[config.mk]
export PLATFORM = sky130hd
export DESIGN_NAME = wrlvl_cal
export DESIGN_NICKNAME = d
export VERILOG_FILES = /design/src/rtl/wrlvl_pkg.sv /design/src/rtl/wrlvl_fold.sv /design/src/rtl/wrlvl_lane.sv /design/src/rtl/wrlvl_cal.sv
export SDC_FILE = /design/constraint.sdc
export NUM_CORES = 1
export LEC_CHECK = 0
export ABC_AREA = 1
export BUFFER_PORTS_ARGS = -buffer_cell sky130_fd_sc_hd__buf_4
export CAP_MARGIN = 10
export CORE_MARGIN = 8
export CORE_UTILIZATION = 53
export CTS_BUF_LIST = sky130_fd_sc_hd__clkbuf_8
export DETAILED_ROUTE_END_ITERATION = 7
export PLACE_DENSITY = 0.8
export SYNTH_ARGS = -nofsm -noshare
export SYNTH_HDL_FRONTEND = slang
export SYNTH_SLANG_ARGS = --single-unit
[constraint.sdc]
create_clock -name clk -period 1.3 [get_ports clk]
set_input_delay 0.13 -clock clk [delete_from_list [all_inputs] [get_ports clk]]
set_output_delay 0.13 -clock clk [all_outputs]
set_load 0.02 [all_outputs]
[src/rtl/wrlvl_pkg.sv]
package wrlvl_pkg;
    typedef enum logic [2:0] {
        LV_IDLE,
        LV_SETTLE,
        LV_PULSE,
        LV_SAMPLE,
        LV_STEP,
        LV_WAIT,
        LV_FOUND,
        LV_FAIL
    } lv_state_e;
endpackage

[src/rtl/wrlvl_fold.sv]
module wrlvl_fold #(
    parameter int W = 8
) (
    input  logic [W-1:0] bits_i,
    output logic         hit_o
);
    // any bit of the byte may carry the memory's answer
    assign hit_o = |bits_i;
endmodule

[src/rtl/wrlvl_lane.sv]
module wrlvl_lane
    import wrlvl_pkg::*;
#(
    parameter int DQ_W     = 8,
    parameter int FINE_W   = 6,
    parameter int COARSE_W = 3,
    parameter int SETTLE_W = 8
) (
    input  logic                clk,
    input  logic                rst_n,
    input  logic                go_i,
    input  logic [SETTLE_W-1:0] settle_i,
    input  logic [DQ_W-1:0]     fb_i,
    input  logic                rdy_i,
    output logic                pulse_o,
    output logic                fine_inc_o,
    output logic                coarse_inc_o,
    output logic [FINE_W-1:0]   fine_o,
    output logic [COARSE_W-1:0] coarse_o,
    output logic                err_o,
    output logic                fin_o
);
    localparam logic [FINE_W-1:0]   FMAX = '1;
    localparam logic [COARSE_W-1:0] CMAX = '1;

    lv_state_e           st_q, st_d;
    logic [SETTLE_W-1:0] cnt_q;
    logic                seen0_q;
    logic                fb_hit;
    logic                at_max;

    wrlvl_fold #(.W(DQ_W)) u_fold (.bits_i(fb_i), .hit_o(fb_hit));

    assign at_max = (fine_o == FMAX) && (coarse_o == CMAX);

    // next state
    always_comb begin
        st_d = st_q;
        unique case (st_q)
            LV_IDLE, LV_FOUND, LV_FAIL: if (go_i) st_d = LV_SETTLE;
            LV_SETTLE: if (cnt_q == '0) st_d = LV_PULSE;
            LV_PULSE:  st_d = LV_SAMPLE;
            LV_SAMPLE: begin
                if (fb_hit && seen0_q) st_d = LV_FOUND;
                else if (at_max)       st_d = LV_FAIL;
                else                   st_d = LV_STEP;
            end
            LV_STEP: st_d = LV_WAIT;
            LV_WAIT: if (rdy_i) st_d = LV_SETTLE;
            default: st_d = LV_IDLE;
        endcase
    end

    // state register and datapath
    always_ff @(posedge clk) begin
        if (!rst_n) begin
            st_q     <= LV_IDLE;
            cnt_q    <= '0;
            seen0_q  <= 1'b0;
            fine_o   <= '0;
            coarse_o <= '0;
            err_o    <= 1'b0;
        end else begin
            st_q <= st_d;
            unique case (st_q)
                LV_IDLE, LV_FOUND, LV_FAIL: if (go_i) begin
                    cnt_q    <= settle_i;
                    seen0_q  <= 1'b0;
                    fine_o   <= '0;
                    coarse_o <= '0;
                    err_o    <= 1'b0;
                end
                LV_SETTLE: if (cnt_q != '0) cnt_q <= cnt_q - 1'b1;
                LV_SAMPLE: begin
                    if (!fb_hit) seen0_q <= 1'b1;
                    if (!(fb_hit && seen0_q) && at_max) err_o <= 1'b1;
                end
                LV_STEP: begin
                    if (fine_o == FMAX) begin
                        fine_o   <= '0;
                        coarse_o <= coarse_o + 1'b1;
                    end else begin
                        fine_o <= fine_o + 1'b1;
                    end
                end
                LV_WAIT: if (rdy_i) cnt_q <= settle_i;
                default: ;
            endcase
        end
    end

    // outputs
    always_comb begin
        pulse_o      = (st_q == LV_PULSE);
        fine_inc_o   = (st_q == LV_STEP) && (fine_o != FMAX);
        coarse_inc_o = (st_q == LV_STEP) && (fine_o == FMAX);
        fin_o        = (st_q == LV_FOUND) || (st_q == LV_FAIL);
    end

    assert_one_step_R6: assert property (@(posedge clk) disable iff (!rst_n)
        !(fine_inc_o && coarse_inc_o));
    assert_coarse_on_wrap_R6: assert property (@(posedge clk) disable iff (!rst_n)
        coarse_inc_o |=> (fine_o == '0));
    assert_step_single_R6: assert property (@(posedge clk) disable iff (!rst_n)
        (fine_inc_o || coarse_inc_o) |=> !(fine_inc_o || coarse_inc_o));
    assert_pulse_single_R8: assert property (@(posedge clk) disable iff (!rst_n)
        pulse_o |=> !pulse_o);
    assert_err_at_max_R9: assert property (@(posedge clk) disable iff (!rst_n)
        err_o |-> (fine_o == FMAX && coarse_o == CMAX));
    assert_err_quiet_R9: assert property (@(posedge clk) disable iff (!rst_n)
        (err_o && !go_i) |=> (err_o && !pulse_o && !fine_inc_o && !coarse_inc_o));
endmodule

[src/rtl/wrlvl_cal.sv]
module wrlvl_cal #(
    parameter int LANES    = 4,
    parameter int DQ_W     = 8,
    parameter int FINE_W   = 6,
    parameter int COARSE_W = 3,
    parameter int SETTLE_W = 8
) (
    input  logic                       clk,
    input  logic                       rst_n,
    input  logic                       start_i,
    input  logic [SETTLE_W-1:0]        settle_cyc_i,
    input  logic [LANES*DQ_W-1:0]      lane_fb_i,
    input  logic [LANES-1:0]           tap_rdy_i,
    output logic [LANES-1:0]           dqs_pulse_o,
    output logic [LANES-1:0]           fine_inc_o,
    output logic [LANES-1:0]           coarse_inc_o,
    output logic [LANES*FINE_W-1:0]    fine_tap_o,
    output logic [LANES*COARSE_W-1:0]  coarse_tap_o,
    output logic [LANES-1:0]           lane_err_o,
    output logic                       done_o
);
    logic [LANES-1:0] lane_fin;

    for (genvar l = 0; l < LANES; l++) begin : g_lane
        wrlvl_lane #(
            .DQ_W(DQ_W), .FINE_W(FINE_W),
            .COARSE_W(COARSE_W), .SETTLE_W(SETTLE_W)
        ) u_lane (
            .clk         (clk),
            .rst_n       (rst_n),
            .go_i        (start_i),
            .settle_i    (settle_cyc_i),
            .fb_i        (lane_fb_i[l*DQ_W +: DQ_W]),
            .rdy_i       (tap_rdy_i[l]),
            .pulse_o     (dqs_pulse_o[l]),
            .fine_inc_o  (fine_inc_o[l]),
            .coarse_inc_o(coarse_inc_o[l]),
            .fine_o      (fine_tap_o[l*FINE_W +: FINE_W]),
            .coarse_o    (coarse_tap_o[l*COARSE_W +: COARSE_W]),
            .err_o       (lane_err_o[l]),
            .fin_o       (lane_fin[l])
        );
    end

    assign done_o = &lane_fin;

    assert_hold_after_done_R11: assert property (@(posedge clk) disable iff (!rst_n)
        (done_o && !start_i) |=> (done_o && $stable(fine_tap_o) &&
                                  $stable(coarse_tap_o) && $stable(lane_err_o) &&
                                  (dqs_pulse_o == '0)));
    assert_start_clears_done_R10: assert property (@(posedge clk) disable iff (!rst_n)
        start_i |=> !done_o);
endmodule

==> results.json, run 1 <==
{
  "fp-row-count": 37,
  "portBuffers": 99,
  "muxShareOfSynthArea_pct": 0.183,
  "grt_pass1_wl_mm": 32.0,
  "arrival_ns": 2.12,
  "final_common_cell": "buf_4",
  "die_area_um2": 13900,
  "final-max-slew-violation-count": 0,
  "ys_ff_latch": 88,
  "crit_type": "reg2reg",
  "yosys.area_share.xor_xnor_pct": 0.639,
  "dpl.cell_count": 1205,
  "initial_core_util_pct": 53.8,
  "hp-start": "settle_cyc_i[3]",
  "dpl-instance-area_um2": 7360,
  "stdcell_area_um2": 9400,
  "area_growth_pct": 71.4,
  "drtIter0Drc": 1686,
  "drive_gt1_share_pct": 53.5,
  "critical-path-slowest-cell": "o21ai_1",
  "grt_pass1_vias": 7065,
  "antenna_found_initial": 1,
  "min_period_ns": 1.86,
  "synth.avg_cell_area_um2": 6.31,
  "layout_common_cells": "buf_4, nand2_1, nor2_1",
  "hp-class": "in2reg",
  "worst_setup_path_startpoint": "g_lane[1].u_lane.st_q[1]",
  "p_per_area_nw_per_um2": 2440,
  "cp-start-kind": "register",
  "clock_skew_ns": 0.0161,
  "drc_errors": 4,
  "cts_buffer_depth": 2,
  "hold_viol": 0,
  "reg2regPathDepth": 9,
  "synth_nets": 936,
  "syn_inst": 869,
  "path_clk_slew_ns": 0.11,
  "crit_path_max_incr_delay_ns": 0.40,
  "synthTopCellsByArea": "dfxtp_1, nand2_1, nor2_1",
  "seq_area_frac_synth_pct": 32.1,
  "routabilityCongestion": 0.893,
  "wl_per_cell_um": 25.1,
  "whs_ns": 0.0580,
  "totalPowerFinal_mw": 22.9,
  "drv_cap": 0,
  "required_ns": 1.56,
  "post-dp-hpwl_mm": 11.9,
  "slew_headroom_pct": 52.0,
  "firstDrtPassIters": 8,
  "overflow": 0,
  "endpoint_kind": "register",
  "worst_slack_ns": -0.561,
  "synth_top_family_by_area": "simple AND/OR/NAND/NOR gates",
  "cts.sinks": 88,
  "setup_viol": 97,
  "pin_count": 100,
  "synth.distinct_cells": 37,
  "synth.top_cell.area_share_pct": 32.1,
  "die_y_um": 118,
  "fin_crit_sh_pct": 143,
  "crit_chain": "nor2_4, buf_6, inv_6, nand3_4, nand2_8, inv_8, nand2_8, o21ai_1, nor2_1",
  "cts_inserted_buffers": 9,
  "grt_usage_pct": 27.4,
  "syn-cell-area_um2": 5480,
  "yosys.area_share.adder_pct": 4.57,
  "tightestPinTransition_ns": 0.715,
  "vias_per_cell": 6.76,
  "dp_slack_ns": -0.137,
  "grt_max_degree": 44,
  "violations": "DRC, setup timing",
  "insertion_delay_ns": 0.39,
  "cts_tree": "built",
  "rsz0062_at_grt": "yes",
  "antenna_left": 0,
  "max_freq_ghz": 0.537,
  "synth-simple-area-share_pct": 35.9,
  "critPathMaxFanout": 7,
  "worstReg2RegStart": "g_lane[1].u_lane.st_q[1]",
  "cp_common_cell": "nand2_8",
  "vias": 8646,
  "peakVddDrop_mv": 1.61,
  "status": "finished, violations left",
  "fin_cells": 1279,
  "cts-htree-levels": 3,
  "p_leak_nw": 4.31,
  "hold_buffers": 0,
  "synth_compound_area_share_pct": 16.3,
  "clock-root-buffer": "clkbuf_8",
  "wirelength_mm": 32.1,
  "finalNetCount": 1204,
  "synth_largest_area_cell": "dfxtp_1",
  "synth_warnings": 0,
  "core_um2": 10200,
  "hold_depth": 3,
  "fp.dieW_um": 118
}
## power breakdown
| part | switching [mW] | internal [mW] | leakage (nW) | total [mW] |
|---|---|---|---|---|
| Combinational | 10.1 | 6.53 | 3.46 | 16.6 |
| Sequential | 0.760 | 3.47 | 0.739 | 4.23 |
| Clock | 1.17 | 0.919 | 0.106 | 2.09 |
| Total | 12.0 | 10.9 | 4.31 | 22.9 |
## cells in the mapped netlist
master,instances
o21ai_1,1
nand2_4,2
nand4_1,15
a21oi_1,60
o21ai_2,8
a21oi_4,3
clkbuf_1,8
o21a_1,1
a31oi_1,3
buf_1,1
o21ba_2,1
ha_1,20
inv_1,81
nor2_4,3
nand2_2,13
xor2_1,3
clkinv_1,1
nor3_1,5
and3_1,2
dfxtp_1,88
clkbuf_2,1
o21bai_1,6
nand3b_1,5
nand2_1,237
o211a_1,1
nor2_2,2
a211oi_1,1
nand3_1,50
buf_2,2
o22ai_1,2
mux2i_1,1
inv_2,13
nor2_1,136
xnor2_1,1
buf_4,19
buf_6,1
o21ai_0,72
## worst max-delay path, delay by kind of cell, from the launching register on
family	cells	cell delay (ns)
compound gates	1	0.40
flops	1	0.39
simple gates	5	0.64
buf+inv	3	0.30
## registers in the layout, summed over array words and instances (netlist names)
register and cells:
g_lane.u_lane.st_q 12, g_lane.u_lane.seen0_q 4, g_lane.u_lane.err_o 4, g_lane.u_lane.cnt_q 32, g_lane.u_lane.fine_o 24, g_lane.u_lane.coarse_o 12
## layout make-up
class	count	area (um2)
multi-input cells	655	4330
repair buffers	287	2420
flip-flops and latches	88	1850
fillers	337	790
inverters	95	428
well taps	136	170
clock buffers	10	138
clock inverters	6	51.3
repair inverters	1	7.51
diodes	1	2.50
## routing by layer
metal  wire, um  part of all wire [%]  GRT usage (%)  vias to the layer above
met2      13800                    43           48.6                     1049
met1       9920                    31           29.0                     3816
met3       4650                    14           6.76                      442
li1           -                     -              -                     3339
met5          0                     0              0                        -
met4       3730                    12           15.8                        0
## path summary, 6_finish.rpt
check,end,slack (ns)
setup / recovery,g_lane[1].u_lane.cnt_q[1],-0.56
hold / removal,g_lane[2].u_lane.cnt_q[3],0.06
setup reg to reg,g_lane[1].u_lane.cnt_q[1],-0.56
hold reg to reg,g_lane[2].u_lane.err_o,0.50
## metrics by stage
step,utilization (%),setup TNS (ns)
finish,92.2,-23.74
global route,92.2,-28.90
CTS,82.4,-3.50
detailed placement,72.3,-2.91
global placement,72.3,-0.951
floorplan,-,-0.0154
## timing repair
item                                    in CTS  in global routing
gates cloned                                 3                  1
buffers inserted                            35                 28
endpoints found under the setup margin      81                 98
resized for setup                          181                257
pin swaps                                   58                102
## cells by family after synthesis
kind of cell,after synthesis
compound gates,159
xor+xnor,4
fa+ha+maj,20
buf+inv,127
flops,88
mux,1
simple gates,470
Note: power is estimated with default switching activity, not from simulation.
==> run 2: changes to the inputs <==
PLACE_DENSITY = 0.85   (was 0.8)
==> run 2 against run 1 <==
The run now fails in global routing. Synthesized area did not move. Synthesized cell count did not move.
==> results.json, run 2 <==
{
  "status": "did not finish",
  "failing_step": "global routing",
  "firstError": "[ERROR GRT-0232] Routing congestion too high. Check the congestion heatmap in the GUI.",
  "synth_nets": 936,
  "hold_buffers": 0,
  "synth_warnings": 0,
  "overflow": 374,
  "synth.distinct_cells": 37,
  "dp_slack_ns": -0.136,
  "cts_inserted_buffers": 9,
  "initial_core_util_pct": 53.8,
  "pin_count": 100,
  "portBuffers": 99,
  "grt_max_degree": 44,
  "clock-root-buffer": "clkbuf_8",
  "synthArstFlopShare_pct": 0,
  "syn-cell-area_um2": 5480,
  "cts-htree-levels": 3,
  "grt_usage_pct": 77.8,
  "dpl.cell_count": 1199,
  "antenna_found_initial": 5,
  "ys_ff_latch": 88,
  "cts.sinks": 88,
  "seq_area_frac_synth_pct": 32.1,
  "routabilityCongestion": 0.899,
  "synth.avg_cell_area_um2": 6.31,
  "cts_buffer_depth": 2,
  "synth-edff-count": 0,
  "fp.dieW_um": 118,
  "synth_largest_area_cell": "dfxtp_1",
  "worst-ep-kind": "primary output",
  "fp-row-count": 37,
  "synth_most_common_cell": "nand2_1",
  "synth_common_cells": "nand2_1, nor2_1, dfxtp_1, inv_1, o21ai_0",
  "worst_endpoint": "coarse_inc_o[2]",
  "syn_inst": 869,
  "post-dp-hpwl_mm": 12.1,
  "synthTopCellsByArea": "dfxtp_1, nand2_1, nor2_1",
  "die_y_um": 118,
  "synth_ff_type": "dfxtp_1",
  "synth.top_cell.area_share_pct": 32.1
}
## run 2: cell families after synthesis
family / synth area share, %
compound gates: 16.3
mux: 0.183
xor+xnor: 0.639
simple gates: 35.9
flops: 32.1
fa+ha+maj: 4.57
buf+inv: 10.2
## run 2: metal layers
metal | track usage, % | overflow
met5 | 10.3 | 0
met4 | 85.6 | 108
met2 | 96.0 | 258
met1 | 73.0 | 4
met3 | 65.3 | 4
## run 2: per-stage QoR
step	setup TNS, ns	cell area [um2]	hold WS, ns
4_1_cts	-6.37	8400	0.0510
3_5_place_dp	-2.82	7310	0.441
2_1_floorplan	-0.0154	5620	0.330
3_3_place_gp	-0.765	7310	0.437
## run 2: what timing repair did
action                                  4_1_cts
endpoints found under the setup margin       88
buffers inserted                             35
pin swaps                                    70
resized for setup                           192
cloned                                        1
==> run 3: changes to the inputs <==
CORE_UTILIZATION = 40   (was 53)
CTS_BUF_LIST = unset   (was sky130_fd_sc_hd__clkbuf_8)
PLACE_DENSITY = unset   (was 0.85)
PLACE_DENSITY_LB_ADDON = 0.15   (was unset)
clock period = 1.7 ns   (was 1.3 ns; I/O delays follow)
==> run 3 against run 2 <==
The flow now finishes without violations.
==> results.json, run 3 (synthesis results as in run 1) <==
{
  "status": "completed",
  "p_per_area_nw_per_um2": 1560,
  "post-dp-hpwl_mm": 11.3,
  "hp-class": "in2reg",
  "final-max-slew-violation-count": 0,
  "whs_ns": 0.146,
  "routabilityCongestion": 0.834,
  "p_leak_nw": 3.23,
  "max_freq_ghz": 0.622,
  "fin_crit_sh_pct": 94.5,
  "die_y_um": 133,
  "vias_per_cell": 4.87,
  "worst_slack_ns": 0.0934,
  "firstDrtPassIters": 5,
  "arrival_ns": 1.44,
  "antenna_left": 0,
  "drive_gt1_share_pct": 22.5,
  "rsz0062_at_grt": "yes",
  "critPathMaxFanout": 5,
  "grt.busiest_layer": "met2",
  "cts-htree-levels": 3,
  "totalPowerFinal_mw": 10.8,
  "portBuffers": 99,
  "grtUsageMet3_pct": 4.66,
  "grt_usage_pct": 17.4,
  "hold_depth": 3,
  "hold_buffers": 0,
  "cts_inserted_buffers": 9,
  "top_register": "g_lane.u_lane.cnt_q",
  "min_period_ns": 1.61,
  "peakVddDrop_mv": 0.762,
  "grt_pass1_wl_mm": 25.6,
  "die_area_um2": 17700,
  "fp.dieW_um": 133,
  "drtIter0Drc": 269,
  "critical-path-slowest-cell": "dfxtp_4",
  "drc_errors": 0,
  "grt_max_degree": 31,
  "layout_common_cells": "nand2_1, nor2_1, buf_4",
  "met1_usage_pct": 21.8,
  "crit_type": "reg2out",
  "grt_pass1_vias": 5316,
  "reg2regPathDepth": 6,
  "cp-start-kind": "register",
  "clock_skew_ns": 0.00517,
  "slew_headroom_pct": 74.5,
  "fp-row-count": 42,
  "worst_setup_path_startpoint": "g_lane[1].u_lane.fine_o[0]",
  "wl_per_cell_um": 13.4,
  "cts_tree": "built",
  "dp_slack_ns": 0.0886,
  "area_growth_pct": 25.9,
  "dpl-instance-area_um2": 6430,
  "core_um2": 13300,
  "drv_cap": 0,
  "crit_path_max_incr_delay_ns": 0.39,
  "required_ns": 1.53,
  "antenna_found_initial": 0,
  "vias": 5642,
  "diodes": 0,
  "final_common_cell": "nand2_1",
  "endpoint_kind": "output pin",
  "insertion_delay_ns": 0.34,
  "worstReg2RegStart": "g_lane[2].u_lane.st_q[1]",
  "fin_cells": 1158,
  "wirelength_mm": 15.5,
  "pin_count": 100,
  "cts_buffer_depth": 2,
  "initial_core_util_pct": 41.2,
  "met2_usage_pct": 28.8,
  "finalNetCount": 1045,
  "cts.sinks": 88,
  "crit_chain": "ha_4, nand3_2, nor2_4, nand2_1, inv_1, buf_4",
  "largest_register_ffs": 32,
  "clock-root-buffer": "clkbuf_16",
  "hold_viol": 0,
  "tightestPinTransition_ns": 0.382,
  "hp-start": "settle_cyc_i[3]",
  "stdcell_area_um2": 6900,
  "setup_viol": 0,
  "dpl.cell_count": 1135,
  "reg.largest.list": "g_lane.u_lane.cnt_q: 32 flops, g_lane.u_lane.fine_o: 24 flops",
  "overflow": 0,
  "path_clk_slew_ns": 0.06
}
run 3: cell type report:
cell class,count,area [um2]
Clock buffer,12,256
Clock inverter,3,17.5
Fill cell,1435,6400
Inverter,95,357
Multi-Input combinational cell,654,3270
Sequential cell,88,1790
Tap cell,176,220
Timing Repair Buffer,130,992
run 3: path summary, 6_finish.rpt:
path | endpoint | slack [ns]
max | coarse_inc_o[1] | 0.09
min | g_lane[2].u_lane.cnt_q[3] | 0.15
max reg2reg | g_lane[2].u_lane.coarse_o[0] | 0.19
min reg2reg | g_lane[2].u_lane.seen0_q | 0.46
run 3: stage by stage:
stage / setup TNS, ns / util [%]
finish: 0 / 51.9
global route: -0.00382 / 51.9
detailed placement: 0 / 48.3
CTS: -0.0404 / 51.1
floorplan: 0 / -
global placement: 0 / 48.3
run 3: worst max-delay path, delay by kind of cell (launching register included):
kind,cells,cell delay [ns]
flops,1,0.39
simple gates,3,0.35
buf+inv,2,0.19
fa+ha+maj,1,0.15
run 3: what timing repair did:
item | 4_1_cts | 5_1_grt
pin swaps | 5 | 8
gates cloned | 0 | 0
endpoints found under the hold margin | 0 | 0
endpoints found under the setup margin | 8 | 12
resized for setup | 15 | 29
buffers inserted | 6 | 2
run 3: routing by layer:
layer | part of all wire (%) | vias to the layer above
li1 | - | 3003
met1 | 47 | 2535
met2 | 48 | 97
met3 | 4.5 | 7
met4 | 0.72 | 0
met5 | 0 | -
run 3: report_power, final:
part | leakage [nW] | internal [mW] | switching, mW
clock | 0.134 | 1.06 | 0.833
sequential | 0.727 | 2.61 | 0.567
combinational | 2.37 | 2.04 | 3.68
total | 3.23 | 5.71 | 5.08
==> run 4: changes to the inputs <==
REMOVE_ABC_BUFFERS = 1   (was unset)
==> run 4 against run 3 <==
Design area down 0.27%. Setup slack worse by 0.027 ns. Combinational power down 1%. Clock skew up 0.0032 ns. Critical path depth unchanged. Maximum frequency down 1.7%. First-iteration DRC count up 33%. Global-route usage down 1.2 points. Power down 0.41%. Critical endpoint is now coarse_inc_o[3].
==> results.json, run 4 (synthesis results as in run 1) <==
{
  "status": "completed",
  "final-max-slew-violation-count": 0,
  "grt_pass1_wl_mm": 24.1,
  "routabilityCongestion": 0.840,
  "portBuffers": 99,
  "drc_errors": 0,
  "multi_input_area_um2": 3240,
  "die_y_um": 133,
  "fill_cells": 1386,
  "firstDrtPassIters": 5,
  "hold_buffers": 0,
  "max_freq_ghz": 0.612,
  "antenna_found_initial": 0,
  "vias": 5625,
  "fin_crit_sh_pct": 96.1,
  "hp-start": "settle_cyc_i[3]",
  "crit_path_max_incr_delay_ns": 0.37,
  "drtIter0Drc": 359,
  "path_clk_slew_ns": 0.07,
  "worst_setup_path_startpoint": "g_lane[3].u_lane.fine_o[1]",
  "post-dp-hpwl_mm": 10.9,
  "hp-class": "in2reg",
  "grt_pass1_vias": 5122,
  "dpl.cell_count": 1131,
  "wl_per_cell_um": 12.6,
  "layout.area.seq_um2": 1780,
  "cts.sinks": 88,
  "cts_buffer_depth": 2,
  "whs_ns": 0.150,
  "tightestPinTransition_ns": 0.382,
  "fin_setup_tns_ns": 0,
  "min_period_ns": 1.63,
  "worst-path-buf-inv": 2,
  "hold_depth": 3,
  "clock_skew_ns": 0.00838,
  "crit_chain": "ha_4, nand3_1, nor2_2, inv_1, nor2_4, buf_6",
  "grt_max_degree": 41,
  "rsz0062_at_grt": "yes",
  "fp-row-count": 42,
  "setup_viol": 0,
  "grt_usage_pct": 16.2,
  "core_um2": 13300,
  "whs_endpoint": "g_lane[2].u_lane.cnt_q[3]",
  "endpoint_kind": "output pin",
  "clock-root-buffer": "clkbuf_16",
  "p_per_area_nw_per_um2": 1560,
  "final_core_util_pct": 51.8,
  "drv_cap": 0,
  "cts-htree-levels": 3,
  "insertion_delay_ns": 0.35,
  "critPathMaxFanout": 4,
  "p_leak_nw": 3.23,
  "drive_gt1_share_pct": 22.0,
  "required_ns": 1.53,
  "die_area_um2": 17700,
  "r2r-end": "g_lane[2].u_lane.cnt_q[3]",
  "slew_headroom_pct": 74.3,
  "reg.largest.list": "g_lane.u_lane.cnt_q: 32 flops, g_lane.u_lane.fine_o: 24 flops",
  "finalNetCount": 1043,
  "fp.dieW_um": 133,
  "cp-start-kind": "register",
  "vias_per_cell": 4.87,
  "diodes": 0,
  "totalPowerFinal_mw": 10.7,
  "initial_core_util_pct": 41.2,
  "wirelength_mm": 14.6,
  "arrival_ns": 1.46,
  "ff2ff_setup_slack_ns": 0.19,
  "path_delay_family": "simple AND/OR/NAND/NOR gates",
  "worstReg2RegStart": "g_lane[2].u_lane.cnt_q[0]",
  "final_common_cell": "nand2_1",
  "reg2regPathDepth": 9,
  "area_growth_pct": 25.5,
  "antenna_left": 0,
  "fin_cells": 1156,
  "critical-path-slowest-cell": "dfxtp_4",
  "crit_type": "reg2out",
  "peakVddDrop_mv": 0.675,
  "cts_tree": "built",
  "cts_inserted_buffers": 9,
  "overflow": 0,
  "pin_count": 100,
  "largest_register_ffs": 32,
  "layout_common_cells": "nand2_1, nor2_1, buf_4",
  "top_register": "g_lane.u_lane.cnt_q",
  "hold_viol": 0
}
run 4: changes by cell type in the layout (fill, tap and decap cells not counted), moves of 2 or more:
cell	before	now
buf_4	128	123
buf_6	1	3
dfxtp_1	73	76
dfxtp_4	3	1
ha_2	0	2
ha_4	4	2
run 4: metrics by stage:
step / instance area [um2] / worst slack (ns)
final: 6880 / 0.0663
after global routing: 6880 / -0.0612
after CTS: 6760 / -0.0163
after detailed placement: 6410 / 0.132
after global placement: 6410 / 0.126
after floorplan: 5280 / -0.0459
run 4: metal layers:
metal / global-route usage [%] / wire length [um] / vias up
met5: 0 / 0 / -
met4: 5.93 / 196 / 0
met1: 20.6 / 7090 / 2517
li1: - / - / 2995
met3: 3.10 / 553 / 13
met2: 26.5 / 6780 / 100
run 4: worst max-delay path by stage:
stage | cells past startpoint | slack (ns) | endpoint
final | 6 | 0.07 | coarse_inc_o[3]
after global routing | 6 | -0.06 | coarse_inc_o[3]
after CTS | 6 | -0.02 | coarse_inc_o[0]
after detailed placement | 6 | 0.13 | coarse_inc_o[3]
after global placement | 6 | 0.13 | coarse_inc_o[3]
after floorplan | 7 | -0.05 | g_lane[3].u_lane.coarse_o[1]
run 4: repair_timing:
action | 4_1_cts | 5_1_grt
setup buffers | 4 | 6
endpoints found under the setup margin | 8 | 18
gates resized for setup | 14 | 27
pin swaps | 2 | 8
run 4: area by class of cell:
| type | count | area share [%] |
|---|---|---|
| clock buffer | 13 | 3.93 |
| clock inverter | 2 | 0.200 |
| inverter | 95 | 5.22 |
| multi-input combinational | 654 | 47.1 |
| sequential | 88 | 25.9 |
| tap | 176 | 3.20 |
| timing repair buffer | 128 | 14.5 |
run 4: power breakdown:
part	internal, mW	switching [mW]	leakage [nW]
registers	2.60	0.545	0.726
clock network	1.10	0.839	0.142
logic	2.03	3.64	2.36
total	5.73	5.02	3.23
run 4: worst min-delay path, stage by stage:
cell and delay (ns):
buf_4 0.09, mux2i_1 0.06, a21oi_1 0.13
